<file path="config.mk">
export PLATFORM = sky130hd
export DESIGN_NAME = icache_range_inv
export DESIGN_NICKNAME = d
export VERILOG_FILES = /design/src/rtl/icri_pkg.sv /design/src/rtl/icri_size_calc.sv /design/src/rtl/icri_seq.sv /design/src/rtl/icache_range_inv.sv
export SDC_FILE = /design/constraint.sdc
export NUM_CORES = 1
export LEC_CHECK = 0
export ABC_CLOCK_PERIOD_IN_PS = 11100
export BUFFER_PORTS_ARGS = -buffer_cell sky130_fd_sc_hd__buf_4
export CAP_MARGIN = 20
export CORE_UTILIZATION = 30
export CTS_CLUSTER_DIAMETER = 30
export DETAILED_ROUTE_END_ITERATION = 12
export PLACE_DENSITY = 0.44
export SKIP_CTS_REPAIR_TIMING = 1
export SYNTH_ARGS = -nofsm -noshare
export SYNTH_HDL_FRONTEND = slang
export SYNTH_SLANG_ARGS = --single-unit
</file>
<file path="constraint.sdc">
create_clock -name clk -period 11.1 [get_ports clk]
set_input_delay 2.22 -clock clk [delete_from_list [all_inputs] [get_ports clk]]
set_output_delay 2.22 -clock clk [all_outputs]
set_load 0.02 [all_outputs]
</file>
<file path="src/rtl/icri_pkg.sv">
package icri_pkg;
    typedef enum logic [2:0] {
        ST_IDLE,
        ST_DRAIN,
        ST_MASK,
        ST_ISSUE,
        ST_WAIT,
        ST_FINISH
    } icri_state_e;
endpackage

</file>
<file path="src/rtl/icri_size_calc.sv">
module icri_size_calc #(
    parameter int ADDR_W     = 32,
    parameter int LINE_BYTES = 16
) (
    input  logic [ADDR_W-1:0] span_start,
    input  logic [ADDR_W-1:0] span_end,
    output logic [ADDR_W:0]   blk_size,
    output logic [ADDR_W-1:0] blk_mask
);
    localparam int LINE_SHIFT = $clog2(LINE_BYTES);
    localparam int NB_W       = $clog2(ADDR_W + 1);

    logic [ADDR_W-1:0] lines_m1;
    logic [NB_W-1:0]   n_bits;
    logic [ADDR_W-1:0] size_m1;

    assign lines_m1 = (span_end - span_start - ADDR_W'(1)) >> LINE_SHIFT;

    // one doubling per significant bit of the line count
    always_comb begin
        n_bits = '0;
        for (int i = 0; i < ADDR_W; i++) begin
            if (lines_m1[i]) n_bits = NB_W'(i + 1);
        end
    end

    assign blk_size = (ADDR_W+1)'(LINE_BYTES) << n_bits;
    assign size_m1  = blk_size[ADDR_W-1:0] - ADDR_W'(1);
    assign blk_mask = ~size_m1;
endmodule

</file>
<file path="src/rtl/icri_seq.sv">
module icri_seq
    import icri_pkg::*;
#(
    parameter int ADDR_W = 32
) (
    input  logic              clk,
    input  logic              rst_n,
    input  logic              cache_en,
    input  logic              req_valid,
    output logic              req_ready,
    input  logic [ADDR_W-1:0] req_start,
    input  logic [ADDR_W-1:0] req_end,
    output logic              done,
    input  logic              eng_busy,
    output logic              mask_wr,
    output logic              cmd_wr,
    output logic [ADDR_W-1:0] cur_addr,
    output logic [ADDR_W-1:0] lat_start,
    output logic [ADDR_W-1:0] lat_end,
    input  logic [ADDR_W:0]   blk_size,
    input  logic [ADDR_W-1:0] blk_mask
);
    icri_state_e state, state_nx;
    logic [ADDR_W:0] addr_q;
    logic [ADDR_W:0] addr_nx;
    logic            accept;
    logic            more;

    assign accept  = req_valid && (state == ST_IDLE);
    assign addr_nx = addr_q + blk_size;
    assign more    = addr_nx < {1'b0, lat_end};
    assign cur_addr = addr_q[ADDR_W-1:0];

    always_comb begin
        state_nx = state;
        unique case (state)
            ST_IDLE:   if (accept) state_nx = cache_en ? ST_DRAIN : ST_FINISH;
            ST_DRAIN:  if (!eng_busy) state_nx = ST_MASK;
            ST_MASK:   state_nx = ST_ISSUE;
            ST_ISSUE:  state_nx = ST_WAIT;
            ST_WAIT:   if (!eng_busy) state_nx = more ? ST_ISSUE : ST_FINISH;
            ST_FINISH: state_nx = ST_IDLE;
            default:   state_nx = ST_IDLE;
        endcase
    end

    always_ff @(posedge clk) begin
        if (!rst_n) state <= ST_IDLE;
        else        state <= state_nx;
    end

    always_comb begin
        req_ready = 1'b0;
        mask_wr   = 1'b0;
        cmd_wr    = 1'b0;
        done      = 1'b0;
        unique case (state)
            ST_IDLE:   req_ready = 1'b1;
            ST_MASK:   mask_wr   = 1'b1;
            ST_ISSUE:  cmd_wr    = 1'b1;
            ST_FINISH: done      = 1'b1;
            default:   ;
        endcase
    end

    always_ff @(posedge clk) begin
        if (!rst_n) begin
            lat_start <= '0;
            lat_end   <= '0;
            addr_q    <= '0;
        end else begin
            if (accept) begin
                lat_start <= req_start;
                lat_end   <= req_end;
            end
            if (state == ST_MASK)
                addr_q <= {1'b0, lat_start & blk_mask};
            else if (state == ST_WAIT && !eng_busy)
                addr_q <= addr_nx;
        end
    end

    // mask goes out only to an idle engine
    a_r3_mask_engine_idle: assert property (@(posedge clk) disable iff (!rst_n)
        mask_wr |-> !eng_busy);
    // commands go out only to an idle engine
    a_r6_cmd_engine_idle: assert property (@(posedge clk) disable iff (!rst_n)
        cmd_wr |-> !eng_busy);
    // one mask write, immediately followed by the first command
    a_r4_mask_once: assert property (@(posedge clk) disable iff (!rst_n)
        mask_wr |=> !mask_wr);
    a_r5_cmd_after_mask: assert property (@(posedge clk) disable iff (!rst_n)
        mask_wr |=> cmd_wr);
    // strobes never overlap
    a_r10_strobe_excl: assert property (@(posedge clk) disable iff (!rst_n)
        $onehot0({mask_wr, cmd_wr, done}));
    // ready returns after done, and done lasts one cycle
    a_r9_done_then_ready: assert property (@(posedge clk) disable iff (!rst_n)
        done |=> (req_ready && !done));
    // a disabled request completes on the next cycle
    a_r1_disabled_fast: assert property (@(posedge clk) disable iff (!rst_n)
        (req_ready && req_valid && !cache_en) |=> done);
endmodule

</file>
<file path="src/rtl/icache_range_inv.sv">
module icache_range_inv #(
    parameter int ADDR_W     = 32,
    parameter int LINE_BYTES = 16
) (
    input  logic              clk,
    input  logic              rst_n,
    input  logic              cache_en,
    input  logic              req_valid,
    output logic              req_ready,
    input  logic [ADDR_W-1:0] req_start,
    input  logic [ADDR_W-1:0] req_end,
    output logic              done,
    input  logic              eng_busy,
    output logic              mask_wr,
    output logic [ADDR_W-1:0] mask_data,
    output logic              cmd_wr,
    output logic [ADDR_W-1:0] cmd_data
);
    localparam logic [ADDR_W-1:0] INV_BIT = ADDR_W'(1);

    logic [ADDR_W-1:0] lat_start, lat_end, cur_addr, blk_mask;
    logic [ADDR_W:0]   blk_size;

    icri_size_calc #(.ADDR_W(ADDR_W), .LINE_BYTES(LINE_BYTES)) u_calc (
        .span_start (lat_start),
        .span_end   (lat_end),
        .blk_size   (blk_size),
        .blk_mask   (blk_mask)
    );

    icri_seq #(.ADDR_W(ADDR_W)) u_seq (
        .clk       (clk),
        .rst_n     (rst_n),
        .cache_en  (cache_en),
        .req_valid (req_valid),
        .req_ready (req_ready),
        .req_start (req_start),
        .req_end   (req_end),
        .done      (done),
        .eng_busy  (eng_busy),
        .mask_wr   (mask_wr),
        .cmd_wr    (cmd_wr),
        .cur_addr  (cur_addr),
        .lat_start (lat_start),
        .lat_end   (lat_end),
        .blk_size  (blk_size),
        .blk_mask  (blk_mask)
    );

    assign mask_data = blk_mask;
    assign cmd_data  = cur_addr | INV_BIT;

    // command word carries the invalidate bit
    a_r6_inv_bit: assert property (@(posedge clk) disable iff (!rst_n)
        cmd_wr |-> cmd_data[0]);
    // command addresses are aligned to the programmed block
    a_r7_cmd_aligned: assert property (@(posedge clk) disable iff (!rst_n)
        cmd_wr |-> (((cmd_data & ~INV_BIT) & ~blk_mask) == '0));
endmodule

</file>
==> results of run 1 <==
-- layer usage --
metal  track usage, %  vias up
met5                0        -
met4            5.791        0
met3            3.218       25
met2            30.99      267
met1            33.00     4452
li1                 -     4751
-- stage by stage --
stage | util [%] | power (mW)
after global placement | 33.84 | 1.377
after detailed placement | 33.84 | 1.374
after global routing | 34.71 | 1.811
final | 34.71 | 1.686
after CTS | 34.71 | 1.689
after floorplan | - | 1.110
-- logic make-up after synthesis --
logic type,Yosys count
mux,14
compound gates,377
xor+xnor,44
buf+inv,192
fa+ha+maj,88
simple gates,507
other cells,2
flops,96
-- report_power, final --
| part | total, mW | leakage, nW | switching (mW) | internal, mW |
|---|---|---|---|---|
| Combinational | 0.965 | 3.64 | 0.613 | 0.352 |
| Sequential | 0.413 | 0.783 | 0.0380 | 0.375 |
| Clock | 0.308 | 0.126 | 0.156 | 0.152 |
-- Yosys cell counts (6+ instances only) --
cell,count,area (um^2)
clkbuf_1,45,168.9
a21oi_1,150,750.7
a21o_1,24,180.2
o221ai_1,6,52.55
nor2b_1,8,50.05
buf_2,10,50.05
buf_4,37,277.8
o21ai_0,42,210.2
mux2i_1,8,80.08
a31oi_1,17,106.4
nor2_1,107,401.6
nand3_1,25,125.1
and2_1,20,125.1
nor3_1,32,160.2
nand4_1,16,100.1
ha_1,87,1089
nand2b_1,13,81.33
inv_1,91,341.6
and3_1,16,100.1
xnor2_1,30,262.8
xor2_1,14,122.6
or4_1,6,45.04
o21a_1,15,112.6
dfxtp_1,96,1922
o211ai_1,9,67.56
a211oi_1,22,165.2
nand2_1,220,825.8
nor4_1,6,37.54
-- final timing paths --
kind                            slack (ns)                              end                            start
worst max-delay path                  1.74      u_seq.state[2]$_SDFFE_PN0P_  u_seq.lat_start[8]$_SDFFE_PN0P_
worst min-delay path                  0.46  u_seq.lat_start[3]$_SDFFE_PN0P_  u_seq.lat_start[3]$_SDFFE_PN0P_
worst max register to register        1.74      u_seq.state[2]$_SDFFE_PN0P_  u_seq.lat_start[8]$_SDFFE_PN0P_
worst min register to register        0.46  u_seq.lat_start[3]$_SDFFE_PN0P_  u_seq.lat_start[3]$_SDFFE_PN0P_
-- worst max-delay path, delay by kind of cell (launching register included) --
kind / cells / cell delay, ns
AO/OA/AOI/OAI: 23 / 5.96
XOR/XNOR: 1 / 0.21
adder cells (fa/ha/maj): 3 / 1.13
buffers and inverters: 4 / 0.57
flip-flops: 1 / 0.35
AND/OR/NAND/NOR: 4 / 1.04
-- area by class of cell --
cell class / instances / area (um^2) / area share [%]
clock buffers: 11 / 232.7 / 2.192
clock inverters: 5 / 33.78 / 0.3182
inverters: 93 / 349.1 / 3.288
multi-input cells: 1038 / 6570 / 61.89
flip-flops and latches: 96 / 1922 / 18.10
well taps: 396 / 495.5 / 4.667
repair buffers: 135 / 1013 / 9.546
-- sequential cells by signal, summed over array words and instances (netlist names) --
register / count
u_seq.addr_q: 29
u_seq.state: 3
u_seq.lat_start: 32
u_seq.lat_end: 32
==> qor.yml, run 1 <==
cts:
  htreeDepth: 3
  clk_path_buf_depth: 2
  cts_tree: "built"
  clkLatencyLatePin_ns: 0.37
  cts-root-buf: "clkbuf_16"
  cts_sinks: 96
  cts_buffers: 9
  clkTransAtPathRegs_ns: 0.08
cells_and_area:
  fillCellCount: 3390
  antennaDiodeCount: 0
  final_common_cell: "nand2_1"
  stdcell_count: 1774
  drive_gt1_share_pct: 14.30
  fin_area_um2: 10620
  layout.nets: 1530
  final_cell_mix: "nand2_1, a21oi_1, buf_4"
  area_growth_pct: 13.63
routing:
  met1_length_um: 17610
  dr_wl_met3_um: 1981
  drt.antenna.violating_nets: 0
  wl_met2_um: 14060
  totalWireLength_um: 34250
  first_iter_violations: 990
  dr.pass1.iters: 5
  dr_total_vias: 9495
  highest_layer: "met4"
  viasPerCell: 5.352
  wl_per_cell_um: 19.31
  drc: 0
timing:
  clock.fmax_mhz: 106.8
  tns_ns: 0
  period_needed_ns: 9.362
  rsz0062_at_grt: "false"
  tightestPinTransition_ns: 0.7393
  fin_crit_sh_pct: 84.34
  max_slew_margin_pct: 50.42
  slew_viol_final: 0
  timing.final.setup_violations: 0
  finalWorstSetupSlack_ns: 1.738
  hold_viol: 0
  fin_worst_skew_ns: 0.01215
  whs_ns: 0.4562
yosys:
  yosysWarnings: 0
  ys_types: 88
  synth.area.mux_share_pct: 1.620
  synth_fa_ha_area_share_pct: 11.87
  async_flop_share_pct: 0
  synthesis.area_um2: 9343
  yosys.area_share.simple_pct: 25.28
  synth_compound_area_share_pct: 26.95
  ys_seq_area_share_pct: 20.57
  synth-xor-area-share_pct: 4.125
  syn_inst: 1320
  synth_edf_count: 0
  synth.avg_cell_area_um2: 7.078
  ys.flop_type: "dfxtp_1"
  synth_top_family_by_area: "compound AO/OA/AOI/OAI gates"
  synth-seq-cells: 96
setup_path:
  path_class: "reg -> reg"
  cpMostUsedCell: "a21oi_1"
  start_kind: "flip-flop"
  crit_slowest_cell: "a211oi_1"
  crit_path_end_kind: "flip-flop"
  critPathMaxFanout: 13
  cpPeakStageDelay_ns: 0.64
  cp.arrival_ns: 9.63
  ff2ff_path_depth: 35
  crit_required_ns: 11.37
global_route:
  grt_pass1_vias: 8805
  grt_pass1_wl_um: 52460
  grt_usage_pct: 21.67
  overflow: 0
  grt_max_degree: 65
  antenna_found_initial: 0
power_and_ir_drop:
  powerDensity_nw_per_um2: 158.8
  cellLeakagePower_nw: 4.544
  peakVddDrop_mv: 0.07931
floorplan:
  dieArea_um2: 31850
  core_area_um2: 30590
  initial_utilization_pct: 30.54
  die_y_um: 178.5
  num_io_pins: 137
  std_cell_rows: 64
  fp.dieW_um: 178.5
run:
  drv_cap: 0
hold_path:
  hold_depth: 2
  hp-class: "reg -> reg"
placed_design:
  pre_cts_ws_ns: 1.860
  place_congestion: 0.9110
  place.detailed.hpwl_um: 26880
  io_buffers: 128
  dpl_cell_area_um2: 10350
  placed_cells: 1758
status:
  status: "completed"
Note: power is estimated with default switching activity, not from simulation.
==> run 2: changes to the inputs <==
--- a/config.mk
+++ b/config.mk
@@ -5,7 +5,8 @@
 export SDC_FILE = /design/constraint.sdc
 export NUM_CORES = 1
 export LEC_CHECK = 0
-export ABC_CLOCK_PERIOD_IN_PS = 11100
+export ABC_AREA = 1
+export ABC_CLOCK_PERIOD_IN_PS = 9800
 export BUFFER_PORTS_ARGS = -buffer_cell sky130_fd_sc_hd__buf_4
 export CAP_MARGIN = 20
 export CORE_UTILIZATION = 30
==> constraint.sdc (replaced) <==
create_clock -name clk -period 9.8 [get_ports clk]
set_input_delay 1.96 -clock clk [delete_from_list [all_inputs] [get_ports clk]]
set_output_delay 1.96 -clock clk [all_outputs]
set_load 0.02 [all_outputs]
==> qor.yml, run 2 <==
status:
  status: "completed"
setup_path:
  ff2ff_path_depth: 50  # +43%
  cp.arrival_ns: 8.87  # -0.76 ns
  crit_path_end_kind: "flip-flop"
  start_kind: "flip-flop"
  regToRegStartpoint: "u_seq.lat_start[25]$_SDFFE_PN0P_"
  cpMostUsedCell: "nand2_1"
  crit_slowest_cell: "fa_1"
  cp_num_buf_inv: 8  # +4
  cp-startpoint: "u_seq.lat_start[25]$_SDFFE_PN0P_"
  rrSetupSlack_ns: 1.18  # -0.56 ns
  critPathMaxFanout: 20  # +7
  crit_required_ns: 10.05  # -1.32 ns
  critPathTopFamily: "compound AO/OA/AOI/OAI gates"
  path_class: "reg -> reg"
  cpPeakStageDelay_ns: 0.40  # -0.24 ns
  reg2reg_to: "u_seq.state[2]$_SDFFE_PN0P_"
cts:
  clk_path_buf_depth: 2  # unchanged
  cts-root-buf: "clkbuf_16"
  cts_sinks: 96  # unchanged
  htreeDepth: 3  # unchanged
  clkTransAtPathRegs_ns: 0.08  # about the same
  clkLatencyLatePin_ns: 0.37  # about the same
  cts_tree: "built"
  cts_buffers: 9  # unchanged
routing:
  viasPerCell: 4.828  # -9.8%
  dr.pass1.iters: 5  # unchanged
  drt.antenna.violating_nets: 0  # unchanged
  first_iter_violations: 516  # -48%
  wl_per_cell_um: 17.76  # -8.0%
  drc: 0  # unchanged
  totalWireLength_um: 32150  # -6.1%
  dr_total_vias: 8738  # -8.0%
floorplan:
  die_y_um: 175.7  # -1.6%
  num_io_pins: 137  # unchanged
  fp.dieW_um: 175.7  # -1.6%
  core_area_um2: 29640  # -3.1%
  dieArea_um2: 30870  # -3.1%
  initial_utilization_pct: 30.53  # about the same
  std_cell_rows: 63  # -1.6%
yosys:
  synth_edf_count: 0  # unchanged
  yosysWarnings: 0  # unchanged
  ys.flop_type: "dfxtp_1"
  synth_top_family_by_area: "simple AND/OR/NAND/NOR gates"
  synth_area_leaders: "dfxtp_1, ha_1, nand2_1"
  synth_fa_ha_area_share_pct: 12.25  # +0.38 points
  synthesis.area_um2: 9050  # -3.1%
  synth.avg_cell_area_um2: 6.744  # -4.7%
  synth_compound_area_share_pct: 20.86  # -6.1 points
  syn_inst: 1342  # +1.7%
  ys_types: 59  # -33%
  synth-seq-cells: 96  # unchanged
  synth.area.mux_share_pct: 0  # -1.6 points
  synth.most_common_cell: "nand2_1"
  synth.largest_area_cell: "dfxtp_1"
  synth-xor-area-share_pct: 5.185  # +1.1 points
  synth_top_area_share_pct: 21.24  # +0.67 points
  yosys.area_share.simple_pct: 26.99  # +1.7 points
  async_flop_share_pct: 0  # unchanged
  synth_common_cells: "nand2_1, inv_1, a21oi_1, o21ai_0, dfxtp_1"
  ys_seq_area_share_pct: 21.24  # +0.67 points
placed_design:
  place.detailed.hpwl_um: 26120  # -2.8%
  io_buffers: 128  # unchanged
  place_congestion: 0.9071  # -0.43%
  placed_cells: 1794  # +2.0%
cells_and_area:
  drive_gt1_share_pct: 18.45  # +4.2 points
  final_cell_mix: "nand2_1, inv_1, a21oi_1"
  final_common_cell: "nand2_1"
  fillCellCount: 3320  # -2.1%
  stdcell_count: 1810  # +2.0%
  register_area_um2: 1922  # unchanged
  area_growth_pct: 14.92
  layout.nets: 1572  # +2.7%
  antennaDiodeCount: 0  # unchanged
  multiInputGateArea_um2: 5951  # -9.4%
  top_regs: "u_seq.lat_end x32, u_seq.lat_start x32, u_seq.addr_q x29"
global_route:
  grt_max_degree: 91  # +40%
  grt_pass1_wl_um: 49820  # -5.0%
  overflow: 0  # unchanged
  antenna_found_initial: 0  # unchanged
  grt_usage_pct: 21.27  # -0.40 points
  grt_pass1_vias: 8688  # -1.3%
timing:
  period_needed_ns: 8.619  # -0.7425 ns
  fin_worst_skew_ns: 0.01172  # -0.0004372 ns
  max_slew_margin_pct: 42.94  # -7.5 points
  tightestPinTransition_ns: 0.8560  # +0.1166 ns
  rsz0062_at_grt: "false"
  clock.fmax_mhz: 116.0  # +8.6%
  timing.final.setup_violations: 0  # unchanged
  slew_viol_final: 0  # unchanged
  tns_ns: 0  # unchanged
  fin_crit_sh_pct: 87.95  # +3.6 points
  hold_viol: 0  # unchanged
hold_path:
  hp-class: "reg -> reg"
  hold_end: "u_seq.lat_start[0]$_SDFFE_PN0P_"
  hold_depth: 2  # unchanged
  holdCritStartpoint: "u_seq.lat_start[0]$_SDFFE_PN0P_"
run:
  drv_cap: 0  # unchanged
-- run 2: changes by cell type in the layout (fill, tap and decap cells not counted), moves of 18 or more --
cell	delta
o21ai_0	+78
inv_1	+88
nand3_1	+39
nand2_2	+21
a21o_1	-20
nor2_1	-37
a211oi_1	-18
-- run 2: logic make-up after synthesis --
group                      after synthesis
and+or+nand+nor                        494
AOI/OAI and AO/OA                      338
buffers and inverters                  276
DFF                                     96
adders and majority gates               88
xor gates and xnor gates                48
other                                    2
-- run 2: cell type report --
type | count | area share (%)
clock buffer | 9 | 2.166
clock inverter | 7 | 0.5895
inverter | 200 | 7.327
multi-input combinational | 976 | 57.22
sequential | 96 | 18.48
tap | 390 | 4.692
timing repair buffer | 132 | 9.528
-- run 2: worst reg2reg max path: cells and delay by family, from the launching register on --
family / cells / cell delay [ns]
compound gates: 19 / 3.65
flops: 1 / 0.39
xor+xnor: 2 / 0.35
fa+ha+maj: 4 / 1.31
simple gates: 17 / 1.92
buf+inv: 8 / 0.89
-- run 2: worst max-delay path by stage --
stage               depth (start not counted)                     endpoint
floorplan                                  54  u_seq.state[2]$_SDFFE_PN0P_
global placement                           50  u_seq.state[2]$_SDFFE_PN0P_
detailed placement                         50  u_seq.state[2]$_SDFFE_PN0P_
CTS                                        50  u_seq.state[2]$_SDFFE_PN0P_
global route                               50  u_seq.state[2]$_SDFFE_PN0P_
finish                                     50  u_seq.state[2]$_SDFFE_PN0P_
-- run 2: metal layers --
layer  up-vias  track usage (%)  share of wire, %
li1       4552                -                 -
met1      3956            27.58                47
met2       196            36.74                47
met3        34            2.078               3.3
met4         0            6.848               2.6
met5         -                0                 0
-- run 2: metrics by stage --
stage                     utilization [%]  cell area, um^2  setup slack [ns]  hold slack (ns)
after floorplan                         -             9072             2.755           0.4338
after global placement              34.12            10110             1.434           0.4476
after detailed placement            34.12            10110             1.289           0.4529
after CTS                           35.09            10400             1.235           0.4643
after global routing                35.09            10400            0.2945           0.5018
final                               35.09            10400             1.181           0.4625
Power of run 2 is not shown: default switching activity piles up to over one toggle a cycle in this logic, so the estimate is an artifact.
